$ cat config.mk
export PLATFORM = sky130hd
export DESIGN_NAME = buf_inval_ctl
export DESIGN_NICKNAME = d
export VERILOG_FILES = /design/src/rtl/buf_inval_pkg.sv /design/src/rtl/inv_cell.sv /design/src/rtl/dbg_gate.sv /design/src/rtl/buf_inval_ctl.sv
export SDC_FILE = /design/constraint.sdc
export NUM_CORES = 1
export LEC_CHECK = 0
export ABC_AREA = 1
export BUFFER_PORTS_ARGS = -buffer_cell sky130_fd_sc_hd__buf_2
export CORE_MARGIN = 1.5
export CORE_UTILIZATION = 31
export CTS_CLUSTER_DIAMETER = 50
export DETAILED_ROUTE_END_ITERATION = 10
export GPL_ROUTABILITY_DRIVEN = 1
export PLACE_DENSITY = 0.81
export SLEW_MARGIN = 20
export SYNTH_ARGS = -nofsm -noshare
export SYNTH_HDL_FRONTEND = slang
export SYNTH_SLANG_ARGS = --single-unit
$ cat constraint.sdc
create_clock -name clk -period 0.9 [get_ports clk]
set_input_delay 0.135 -clock clk [delete_from_list [all_inputs] [get_ports clk]]
set_output_delay 0.135 -clock clk [all_outputs]
set_load 0.01 [all_outputs]
$ cat src/rtl/buf_inval_pkg.sv
package buf_inval_pkg;
   localparam int unsigned DEF_REG_W   = 24;
   localparam int unsigned DEF_NUM_BUF = 4;
   localparam int unsigned DEF_EN_LSB  = 22;

   typedef struct packed {
      logic c1_to_c0;
      logic c0_to_c1;
   } dbg_en_t;
endpackage

$ cat src/rtl/inv_cell.sv
module inv_cell (
   input  logic clk,
   input  logic rst,
   input  logic set_i,
   input  logic ack_i,
   output logic pend_o
);
   logic pend_q;

   always_ff @(posedge clk) begin
      if (rst)
         pend_q <= 1'b0;
      else if (ack_i)
         pend_q <= 1'b0;
      else if (set_i)
         pend_q <= 1'b1;
   end

   assign pend_o = pend_q;


   ack_clear_chk: assert property (@(posedge clk) disable iff (rst)
      ack_i |=> !pend_o);

   set_take_chk: assert property (@(posedge clk) disable iff (rst)
      (set_i && !ack_i) |=> pend_o);

   pend_keep_chk: assert property (@(posedge clk) disable iff (rst)
      (pend_o && !ack_i) |=> pend_o);

   idle_stay_chk: assert property (@(posedge clk) disable iff (rst)
      (!pend_o && !set_i) |=> !pend_o);
endmodule

$ cat src/rtl/dbg_gate.sv
module dbg_gate
   import buf_inval_pkg::*;
(
   input  dbg_en_t en_i,
   input  logic    from_c0_i,
   input  logic    from_c1_i,
   output logic    to_c0_o,
   output logic    to_c1_o
);
   assign to_c0_o = from_c1_i & en_i.c1_to_c0;
   assign to_c1_o = from_c0_i & en_i.c0_to_c1;

   always_comb begin

      gate_c1c0_chk: assert (en_i.c1_to_c0 || !to_c0_o);

      gate_c0c1_chk: assert (en_i.c0_to_c1 || !to_c1_o);
   end
endmodule

$ cat src/rtl/buf_inval_ctl.sv
module buf_inval_ctl
   import buf_inval_pkg::*;
#(
   parameter int unsigned REG_W   = DEF_REG_W,
   parameter int unsigned NUM_BUF = DEF_NUM_BUF,
   parameter int unsigned EN_LSB  = DEF_EN_LSB
) (
   input  logic               clk,
   input  logic               rst,
   input  logic               reg_sel,
   input  logic               reg_wr,
   input  logic               reg_rd,
   input  logic [REG_W-1:0]   reg_wdata,
   output logic [REG_W-1:0]   reg_rdata,
   input  logic [NUM_BUF-1:0] inv_ack,
   output logic [NUM_BUF-1:0] inv_req,
   input  logic               dbg_from_c0,
   input  logic               dbg_from_c1,
   output logic               dbg_to_c0,
   output logic               dbg_to_c1
);
   localparam int unsigned EN_MSB = EN_LSB + 1;
   localparam int unsigned RSV_LO = NUM_BUF;
   localparam int unsigned RSV_HI = EN_LSB - 1;

   generate
      if (REG_W < EN_MSB + 1) begin : g_bad_width
         $error("REG_W too small for enable bits");
      end
      if (NUM_BUF + 1 > EN_LSB) begin : g_bad_bufs
         $error("invalidate field overlaps enable bits");
      end
   endgenerate

   logic           wr_hit;
   logic           rd_hit;
   dbg_en_t        en_q;
   logic [NUM_BUF-1:0] pend;
   logic [REG_W-1:0]   view;

   assign wr_hit = reg_sel & reg_wr;
   assign rd_hit = reg_sel & reg_rd;

   // one self-clearing cell per buffer
   generate
      for (genvar i = 0; i < NUM_BUF; i++) begin : g_cell
         inv_cell u_cell (
            .clk    (clk),
            .rst    (rst),
            .set_i  (wr_hit & reg_wdata[i]),
            .ack_i  (inv_ack[i]),
            .pend_o (pend[i])
         );
      end
   endgenerate

   always_ff @(posedge clk) begin
      if (rst)
         en_q <= '0;
      else if (wr_hit) begin
         en_q.c1_to_c0 <= reg_wdata[EN_MSB];
         en_q.c0_to_c1 <= reg_wdata[EN_LSB];
      end
   end

   // reserved write data is deliberately dropped
   logic unused_rsv;
   assign unused_rsv = ^reg_wdata[RSV_HI:RSV_LO];

   generate
      if (REG_W > EN_MSB + 1) begin : g_top_pad
         logic unused_top;
         assign unused_top = ^reg_wdata[REG_W-1:EN_MSB+1];
      end
   endgenerate

   always_comb begin
      view                = '0;
      view[NUM_BUF-1:0]   = pend;
      view[EN_LSB]        = en_q.c0_to_c1;
      view[EN_MSB]        = en_q.c1_to_c0;
   end

   assign reg_rdata = rd_hit ? view : '0;
   assign inv_req   = pend;

   dbg_gate u_gate (
      .en_i      (en_q),
      .from_c0_i (dbg_from_c0),
      .from_c1_i (dbg_from_c1),
      .to_c0_o   (dbg_to_c0),
      .to_c1_o   (dbg_to_c1)
   );


   reset_clear_chk: assert property (@(posedge clk)
      rst |=> (inv_req == '0 && en_q == '0));

   rsv_zero_chk: assert property (@(posedge clk) disable iff (rst)
      reg_rdata[RSV_HI:RSV_LO] == '0);

   idle_read_chk: assert property (@(posedge clk) disable iff (rst)
      !rd_hit |-> (reg_rdata == '0));

   ack_local_chk: assert property (@(posedge clk) disable iff (rst)
      (inv_ack == '0 && !wr_hit) |=> $stable(inv_req));
endmodule

# Yosys cells after proc, flatten, opt, wreduce, memory -nomap -nowiden

Index checks and enable logic that the tools add are counted.

Input port bits: 35
Output and inout port bits: 30
Register bits after elaboration: 6
Word-level logic and storage cells: 19

Reduce and logical (&&, ||, !) cells: 4
Mux-type cells: 1
Bitwise logic cells: 8

Operators with widths:

| operator         | number |
|---|---|
| $mux W24         | 1 |
| $and A1 B1 Y1    | 8 |
| $reduce_or A2 Y1 | 4 |

# Logic depth before layout (Yosys ltp)

Gate-level depths: netlist of the first run.

Word-level depth: 2
Depth in mapped cells: 4
Mapped depth without buffers: 4

# Hierarchy

From an unflattened synthesis of the first run, not the netlist that was laid out.

Cell total of the unflattened synthesis: 80
Area, all modules: 467.9 µm²

Modules (own cells, without submodules):

| module        | area each (µm²) | cells each | instances | sequential area each (µm²) |
|---|---|---|---|---|
| buf_inval_ctl | 297.8           | 52         | 1         | 40.0 |
| inv_cell      | 38.8            | 6          | 4         | 20.0 |
| dbg_gate      | 15.0            | 4          | 1         | 0.0 |

# Worst setup path after synthesis of the first run

OpenSTA, ideal clock, no wires.

Path type: reg2out
From: reg g_cell[0].u_cell.pend_q
To: out reg_rdata[0]
Arrival: 0.523 ns
Stages on the path, launching flop included: 3
Slack: 0.242 ns
Required time: 0.765 ns
Buffers on the path: 0
Path through: dfxtp_1 inv_1 nor2_1

Cells in the longest elaborated chain, start to end: 1

Ends and longest elaborated chain:

| item                   | line                | RTL |
|---|---|---|
| from (decl)            | inv_cell.sv:8       | `logic pend_q;` |
| from (signal assigned) | inv_cell.sv:12      | `pend_q <= 1'b0;` |
| from (signal assigned) | inv_cell.sv:14      | `pend_q <= 1'b0;` |
| from (signal assigned) | inv_cell.sv:16      | `pend_q <= 1'b1;` |
| $mux W24               | buf_inval_ctl.sv:84 | `assign reg_rdata = rd_hit ? view : '0;` |
| to (decl)              | buf_inval_ctl.sv:14 | `output logic [REG_W-1:0] reg_rdata,` |

No other way between the ends.

# Worst setup path after layout of the first run

From: reg en_q[0] in the netlist's numbering
To: out reg_rdata[22]

Cells in the longest elaborated chain, start to end: 1

Ends and longest elaborated chain:

| item        | line                | RTL |
|---|---|---|
| from (decl) | buf_inval_ctl.sv:37 | `dbg_en_t en_q;` |
| $mux W24    | buf_inval_ctl.sv:84 |  |

No other way between the ends.

==> flow_metrics.env, run 1 <==
export IMPL_initial_core_util_pct=34.3
export IMPL_antenna_cells=0
export IMPL_grt_max_degree=7
export IMPL_gr_total_overflow=0
export IMPL_ir_worst_vdd_uv=454
export IMPL_min_period_over_period_pct=105
export IMPL_clock_skew_ns=0
export IMPL_final_net_count=137
export IMPL_clockBufferDepth=2
export IMPL_vias=437
export IMPL_dr_pass1_iters=4
export IMPL_yosys_area_top_type="buf_4"
export IMPL_seq_area_frac_synth_pct=26.2
export IMPL_max_cap_viol_count=0
export IMPL_clock_sinks=6
export IMPL_vias_per_cell=3.80
export IMPL_io_pins=65
export IMPL_finalSetupTns_ns=-0.262
export IMPL_setup_ws_ns=-0.0459
export IMPL_ys_seq_elements=6
export IMPL_endpoint_kind="output pin"
export IMPL_clock_fmax_ghz=1.06
export IMPL_violations="setup timing"
export IMPL_fp_coreArea_um2=1330
export IMPL_required_ns=0.76
export IMPL_grtUsageTotal_pct=11.3
export IMPL_synth_cells=68
export IMPL_drc=0
export IMPL_antenna_found_initial=0
export IMPL_layoutNonFillerInstCount=115
export IMPL_synth_edf_count=0
export IMPL_gp_congestion=0.645
export IMPL_synthArstFlopShare_pct=0
export IMPL_final_min_clock_period_ns=0.946
export IMPL_routed_wl_um=921
export IMPL_crit_arrival_ns=0.81
export IMPL_pre_cts_slack_ns=0.130
export IMPL_clkSlewWorstSetupHoldPaths_ns=0.05
export IMPL_die_area_um2=1720
export IMPL_die_width_um=41.4
export IMPL_slew_violations=0
export IMPL_status="complete, but fails checks"
export IMPL_cts_buffers=3
export IMPL_drt_iter0_drc=5
export IMPL_synth_top_area_share_pct=36.1
export IMPL_drive_above_1_share_pct=51.0
export IMPL_ctsHoldBuffers=0
export IMPL_hold_violations=0
export IMPL_synth_warnings=0
export IMPL_syn_to_final_growth_pct=29.5
export IMPL_clock_latency_ns=0.24
export IMPL_path_class="reg2out"
export IMPL_clock_root_buffer="clkbuf_4"
export IMPL_p_leak_nw=0.364
export IMPL_holdWs_ns=0.109
export IMPL_cp_start_kind="register"
export IMPL_fp_dieH_um=41.4
export IMPL_cp_max_fo=2
export IMPL_grt_first_pass_wirelength_mm=1.45
export IMPL_num_fill_cells=161
export IMPL_synth_area_leaders="buf_4, dfxtp_1, nor2_1"
export IMPL_antenna_left=0
export IMPL_syn_cell_area_um2=458
export IMPL_dp_hpwl_um=752
export IMPL_synth_flop_cell="dfxtp_1"
export IMPL_htree_levels=1
export IMPL_rows=13
export IMPL_cts_tree="built"
export IMPL_synth_commonest_cells="buf_4, nor2_1, inv_1"
export IMPL_hold_path_class="in2reg"
export IMPL_grt_pass1_vias=375
export IMPL_ys_types=10
export IMPL_setup_viol=8
export IMPL_avgSynthCellArea_um2=6.73
export IMPL_port_buffers=28
export IMPL_rsz0062_at_grt="true"
export IMPL_dp_cells=107
export IMPL_yosysMostFrequentCell="buf_4"
export IMPL_p_per_area_nw_per_um2=1160
export IMPL_wl_per_cell_um=8.01
## critical path, stage by stage, from the launching register on
cell and delay (ns):
dfxtp_2 0.33, inv_2 0.04, nor2_1 0.07, buf_2 0.13
## sequential cells by signal, summed over array words and instances (netlist names)
| name | cells |
|---|---|
| g_cell.u_cell.pend_o | 4 |
| en_q | 2 |
## where the power goes
| part | switching [mW] | internal, mW | leakage (nW) | total (mW) |
|---|---|---|---|---|
| logic | 0.0888 | 0.0624 | 0.299 | 0.151 |
| clock network | 0.101 | 0.151 | 0.0138 | 0.253 |
| registers | 0.00670 | 0.279 | 0.0516 | 0.286 |
| total | 0.197 | 0.492 | 0.364 | 0.689 |
## cells in the final DEF (no fill, tap or decap)
master    Yosys  routed
nor2_2        0       1
conb_1        1      18
clkbuf_4      0       3
dfxtp_2       0       6
inv_2         0       6
or2_1         4       4
a21oi_1       4       4
nand2_1       7       7
buf_2         0      28
nor2_1       10       9
nand2_2       1       1
buf_4        22       6
inv_1         9       3
nand3_1       4       4
## metrics by stage
| stage | util [%] | instance area, um2 | power [mW] |
|---|---|---|---|
| after detailed placement | 39.2 | 523 | 0.424 |
| after global placement | 39.2 | 523 | 0.420 |
| final | 44.5 | 593 | 0.689 |
| after floorplan | - | 522 | 0.425 |
| after global routing | 44.5 | 593 | 0.741 |
| after CTS | 43.7 | 583 | 0.702 |
## worst paths after layout
| kind | start | slack, ns | depth (start not counted) | to |
|---|---|---|---|---|
| max reg2reg | en_q[0] | 0.06 | 6 | en_q[0] |
| max | en_q[0] | -0.05 | 3 | reg_rdata[22] |
| min | inv_ack[1] | 0.11 | 3 | g_cell[1].u_cell.pend_o |
| min reg2reg | g_cell[1].u_cell.pend_o | 0.45 | 2 | g_cell[1].u_cell.pend_o |
## repair_timing
item / in CTS / in global routing
resized for setup: 12 / 1
setup endpoints to repair: 8 / 8
setup buffers: 4 / 1
pin swaps: 6 / 0
## cell type report
class / instances / area (um2) / share of cell area [%]
tap: 15 / 18.8 / 3.16
multi-input combinational: 48 / 205 / 34.6
clock buffer: 3 / 22.5 / 3.80
inverter: 9 / 33.8 / 5.70
sequential: 6 / 128 / 21.5
timing repair buffer: 34 / 185 / 31.2
## kinds of logic after synthesis
kind of cell	synth area share [%]
buffers and inverters	43.4
and+or+nand+nor	25.1
DFF	26.2
AOI/OAI and AO/OA	4.37
other	0.819
## layer usage
layer	routed length [um]	GRT usage, %	share of wire (%)
met3	95	3.48	10
met4	17	9.68	1.8
met5	0	0	0
met2	484	19.7	53
met1	324	10.6	35
Note: power is estimated with default switching activity, not from simulation.
==> run 2, diff against run 1 <==
PLACE_DENSITY = 0.84   (was 0.81)
==> run 2 against run 1 <==
The run still ends with setup timing left; design area increased by 5.1%; global-route usage increased by 0.48 points; register-to-register slack improved by 0.10 ns; sequential cell count unchanged; clock skew unchanged; power increased by 1.1%; critical endpoint is now reg_rdata[0]; via count increased by 1.4%; sequential share of layout area decreased by 1.0 points; utilization increased by 2.3 points; setup slack got worse by 0.021 ns; fmax decreased by 2.2%; largest power group unchanged.
==> flow_metrics.env, run 2 (synthesized netlist as in run 1, its figures left out) <==
export IMPL_status="complete, but fails checks"
export IMPL_violations="setup timing"
export IMPL_setup_ws_ns=-0.0674
export IMPL_slew_violations=0
export IMPL_endpoint_kind="output pin"
export IMPL_port_buffers=28
export IMPL_final_cell_mix="buf_2, conb_1, nand2_1, nor2_1, buf_4"
export IMPL_gp_congestion=0.729
export IMPL_die_width_um=41.4
export IMPL_p_per_area_nw_per_um2=1120
export IMPL_grt_busiest_layer="met2"
export IMPL_die_area_um2=1720
export IMPL_clockBufferDepth=2
export IMPL_holdWs_ns=0.107
export IMPL_total_power_mw=0.697
export IMPL_antenna_left=0
export IMPL_clock_latency_ns=0.25
export IMPL_fp_dieH_um=41.4
export IMPL_fp_coreArea_um2=1330
export IMPL_htree_levels=1
export IMPL_grt_first_pass_wirelength_mm=1.58
export IMPL_cts_buffers=3
export IMPL_clock_root_buffer="clkbuf_4"
export IMPL_largest_reg_flops=4
export IMPL_crit_arrival_ns=0.83
export IMPL_routed_wl_um=935
export IMPL_setup_viol=9
export IMPL_drive_above_1_share_pct=53.9
export IMPL_vias_per_cell=3.79
export IMPL_antenna_cells=0
export IMPL_pre_cts_slack_ns=0.137
export IMPL_p_leak_nw=0.375
export IMPL_clock_sinks=6
export IMPL_grt_met1_usage_pct=12.5
export IMPL_gr_usage_met2_pct=19.7
export IMPL_dr_pass1_iters=2
export IMPL_max_cap_viol_count=0
export IMPL_clock_skew_ns=0
export IMPL_min_period_over_period_pct=107
export IMPL_cp_start_kind="register"
export IMPL_initial_core_util_pct=34.3
export IMPL_grt_pass1_vias=401
export IMPL_cp_max_fo=2
export IMPL_grtUsageMet3_pct=2.61
export IMPL_antenna_found_initial=0
export IMPL_cts_tree="built"
export IMPL_dp_cells=107
export IMPL_syn_to_final_growth_pct=36.1
export IMPL_drt_iter0_drc=6
export IMPL_layout_commonest_cell="buf_2"
export IMPL_ir_worst_vdd_uv=591
export IMPL_rsz0062_at_grt="true"
export IMPL_rows=13
export IMPL_clkSlewWorstSetupHoldPaths_ns=0.05
export IMPL_vias=443
export IMPL_final_min_clock_period_ns=0.967
export IMPL_hold_path_class="in2reg"
export IMPL_gr_total_overflow=0
export IMPL_path_class="reg2out"
export IMPL_grt_max_degree=7
export IMPL_dp_hpwl_um=754
export IMPL_hold_violations=0
export IMPL_final_net_count=139
export IMPL_layoutNonFillerInstCount=117
export IMPL_ctsHoldBuffers=0
export IMPL_grtUsageTotal_pct=11.8
export IMPL_required_ns=0.76
export IMPL_wl_per_cell_um=7.99
export IMPL_num_fill_cells=148
export IMPL_io_pins=65
export IMPL_finalSetupTns_ns=-0.283
export IMPL_drc=0
export IMPL_clock_fmax_ghz=1.03
run 2: final timing paths:
check | depth (start not counted) | slack [ns] | endpoint | startpoint
worst min-delay path | 3 | 0.11 | g_cell[0].u_cell.pend_o | inv_ack[0]
worst max-delay path | 3 | -0.07 | reg_rdata[0] | g_cell[0].u_cell.pend_o
worst max register to register | 5 | 0.16 | en_q[0] | en_q[0]
worst min register to register | 3 | 0.53 | g_cell[3].u_cell.pend_o | g_cell[3].u_cell.pend_o
run 2: metrics by stage:
stage | util [%] | cell area, um2
2_1_floorplan | - | 522
3_3_place_gp | 39.2 | 523
3_5_place_dp | 39.2 | 523
4_1_cts | 44.3 | 591
5_1_grt | 46.7 | 623
6_report | 46.7 | 623
run 2: worst max-delay path, stage by stage (launching register included):
cell and delay, ns:
dfxtp_2 0.33, inv_2 0.04, nor2_1 0.07, buf_2 0.14
run 2: final cells by class:
class | instances | area (um2) | share of cell area [%]
Clock buffer | 3 | 22.5 | 3.61
Inverter | 9 | 33.8 | 5.42
Timing Repair Buffer | 36 | 210 | 33.7
Tap cell | 15 | 18.8 | 3.01
Sequential cell | 6 | 128 | 20.5
Multi-Input combinational cell | 48 | 210 | 33.7
run 2: where the power goes:
group / switching (mW) / leakage (nW) / internal [mW] / total [mW]
sequential: 0.00638 / 0.0516 / 0.279 / 0.285
clock: 0.102 / 0.0138 / 0.151 / 0.253
combinational: 0.0915 / 0.310 / 0.0669 / 0.158
total: 0.200 / 0.375 / 0.497 / 0.697
run 2: per-layer routing:
metal | part of all wire, % | routed length [um]
met1 | 37 | 350
met2 | 50 | 471
met3 | 10 | 98
met4 | 1.5 | 14
met5 | 0 | 0
run 2: what timing repair did:
| item | 4_1_cts | 5_1_grt |
|---|---|---|
| setup endpoints to repair | 8 | 9 |
| buffers inserted | 5 | 2 |
| pin swaps | 5 | 1 |
| gates resized for setup | 12 | 5 |
==> run 3, diff against run 2 <==
--- a/config.mk
+++ b/config.mk
@@ -9,9 +9,10 @@
 export BUFFER_PORTS_ARGS = -buffer_cell sky130_fd_sc_hd__buf_2
 export CORE_MARGIN = 1.5
-export CORE_UTILIZATION = 31
+export CORE_UTILIZATION = 30
 export CTS_CLUSTER_DIAMETER = 50
 export DETAILED_ROUTE_END_ITERATION = 10
 export GPL_ROUTABILITY_DRIVEN = 1
-export PLACE_DENSITY = 0.84
+export PLACE_DENSITY = 0.82
+export SKIP_CTS_REPAIR_TIMING = 1
 export SLEW_MARGIN = 20
 export SYNTH_ARGS = -nofsm -noshare
==> constraint.sdc (replaced) <==
create_clock -name clk -period 0.9 [get_ports clk]
set_input_delay 0.18 -clock clk [delete_from_list [all_inputs] [get_ports clk]]
set_output_delay 0.18 -clock clk [all_outputs]
set_load 0.01 [all_outputs]
==> run 3 against run 2 <==
The flow still finishes with violations (setup timing); sequential power barely moved; critical path type unchanged; power fell by 3.9%; first-iteration DRC count fell by 83%; via count fell by 0.68%; fmax fell by 2.3%.
==> flow_metrics.env, run 3 (synthesized netlist as in run 1, its figures left out) <==
export IMPL_status="complete, but fails checks"
export IMPL_violations="setup timing"
export IMPL_syn_to_final_growth_pct=25.1
export IMPL_final_min_clock_period_ns=0.990
export IMPL_clock_root_buffer="clkbuf_4"
export IMPL_hold_violations=0
export IMPL_clock_skew_ns=0
export IMPL_r2r_setup_slack_ns=0.22
export IMPL_routed_wl_um=895
export IMPL_holdWs_ns=0.164
export IMPL_fp_coreArea_um2=1370
export IMPL_antenna_cells=0
export IMPL_highest_layer="met4"
export IMPL_min_period_over_period_pct=110
export IMPL_vias_per_cell=3.93
export IMPL_grtUsageTotal_pct=10.2
export IMPL_hold_path_class="in2reg"
export IMPL_wl_per_cell_um=7.99
export IMPL_initial_core_util_pct=33.5
export IMPL_cp_max_fo=2
export IMPL_clock_fmax_ghz=1.01
export IMPL_clock_power_share_pct=36.2
export IMPL_slowest_stage="dfxtp_2"
export IMPL_htree_levels=1
export IMPL_largest_reg_flops=4
export IMPL_num_fill_cells=174
export IMPL_cp_start_kind="register"
export IMPL_setup_ws_ns=-0.0901
export IMPL_setup_viol=8
export IMPL_endpoint_kind="output pin"
export IMPL_finalSetupTns_ns=-0.547
export IMPL_drc=0
export IMPL_clock_sinks=6
export IMPL_final_cell_mix="buf_2, conb_1, nor2_1"
export IMPL_antenna_left=0
export IMPL_wl_met1_um=320
export IMPL_p_int_mw=0.484
export IMPL_rsz0062_at_grt="true"
export IMPL_die_area_um2=1770
export IMPL_antenna_found_initial=0
export IMPL_required_ns=0.72
export IMPL_vias=440
export IMPL_path_class="reg2out"
export IMPL_worstPathCellList="inv_2, nor2_1, buf_2"
export IMPL_wl_met3_um=104
export IMPL_port_buffers=28
export IMPL_p_switching_mw=0.186
export IMPL_max_cap_viol_count=0
export IMPL_ir_worst_vdd_uv=541
export IMPL_io_pins=65
export IMPL_rows=13
export IMPL_p_per_area_nw_per_um2=1170
export IMPL_p_seq_share_pct=42.6
export IMPL_final_net_count=134
export IMPL_gr_total_overflow=0
export IMPL_crit_arrival_ns=0.81
export IMPL_cpPeakStageDelay_ns=0.33
export IMPL_gp_congestion=0.617
export IMPL_grt_first_pass_wirelength_mm=1.35
export IMPL_total_power_mw=0.670
export IMPL_clkSlewWorstSetupHoldPaths_ns=0.05
export IMPL_grt_pass1_vias=349
export IMPL_drive_above_1_share_pct=50.5
export IMPL_fp_dieH_um=42.1
export IMPL_slew_violations=0
export IMPL_drt_iter0_drc=1
export IMPL_dr_pass1_iters=2
export IMPL_die_width_um=42.1
export IMPL_cts_buffers=3
export IMPL_dr_wl_met2_um=460
export IMPL_p_comb_share_pct=21.2
export IMPL_layout_commonest_cell="buf_2"
export IMPL_p_leak_nw=0.351
export IMPL_dp_hpwl_um=759
export IMPL_cts_tree="built"
export IMPL_clock_latency_ns=0.24
export IMPL_p_sw_share_pct=27.7
export IMPL_grt_max_degree=7
export IMPL_clockBufferDepth=2
[run 3: cell count changes in the layout (fill, tap and decap cells not counted)]
cell	previous run	this run
nor2_1	7	8
buf_2	27	28
buf_4	7	3
buf_6	2	0
nor2_2	3	2
[run 3: layout make-up]
| type | instances | area, um2 | share of cell area [%] |
|---|---|---|---|
| Multi-Input combinational cell | 48 | 208 | 36.2 |
| Clock buffer | 3 | 22.5 | 3.93 |
| Inverter | 9 | 33.8 | 5.90 |
| Tap cell | 15 | 18.8 | 3.28 |
| Sequential cell | 6 | 128 | 22.3 |
| Timing Repair Buffer | 31 | 163 | 28.4 |
[run 3: power groups by stage]
stage / clock, mW / sequential [mW] / combinational, mW
final: 0.242 / 0.285 / 0.142
after global routing: 0.271 / 0.287 / 0.161
after floorplan: 0 / 0.285 / 0.140
after detailed placement: 0 / 0.287 / 0.138
after global placement: 0 / 0.286 / 0.134
after CTS: 0.257 / 0.282 / 0.138
[run 3: critical path: cells and delay by family (launching register included)]
| kind | cells | cell delay (ns) |
|---|---|---|
| simple gates | 1 | 0.07 |
| flops | 1 | 0.33 |
| buf+inv | 2 | 0.17 |
[run 3: worst paths after layout]
path / from / to / cells after the start
max: en_q[1] / reg_rdata[23] / 3
min: inv_ack[0] / g_cell[0].u_cell.pend_o / 3
max reg2reg: g_cell[1].u_cell.pend_o / g_cell[1].u_cell.pend_o / 3
min reg2reg: g_cell[3].u_cell.pend_o / g_cell[3].u_cell.pend_o / 2
[run 3: stage by stage]
step	cells	area [um2]	util (%)	setup slack [ns]
2_1_floorplan	85	522	-	0.197
3_3_place_gp	107	523	38.3	0.0333
3_5_place_dp	107	523	38.3	0.0356
4_1_cts	110	546	39.9	-0.148
5_1_grt	112	573	41.9	-0.135
6_report	112	573	41.9	-0.0901
[run 3: layer usage]
metal	vias to the layer above	global-route usage, %
met5	-	0
met4	0	7.50
met3	2	4.31
met2	26	15.9
met1	188	10.8
li1	224	-
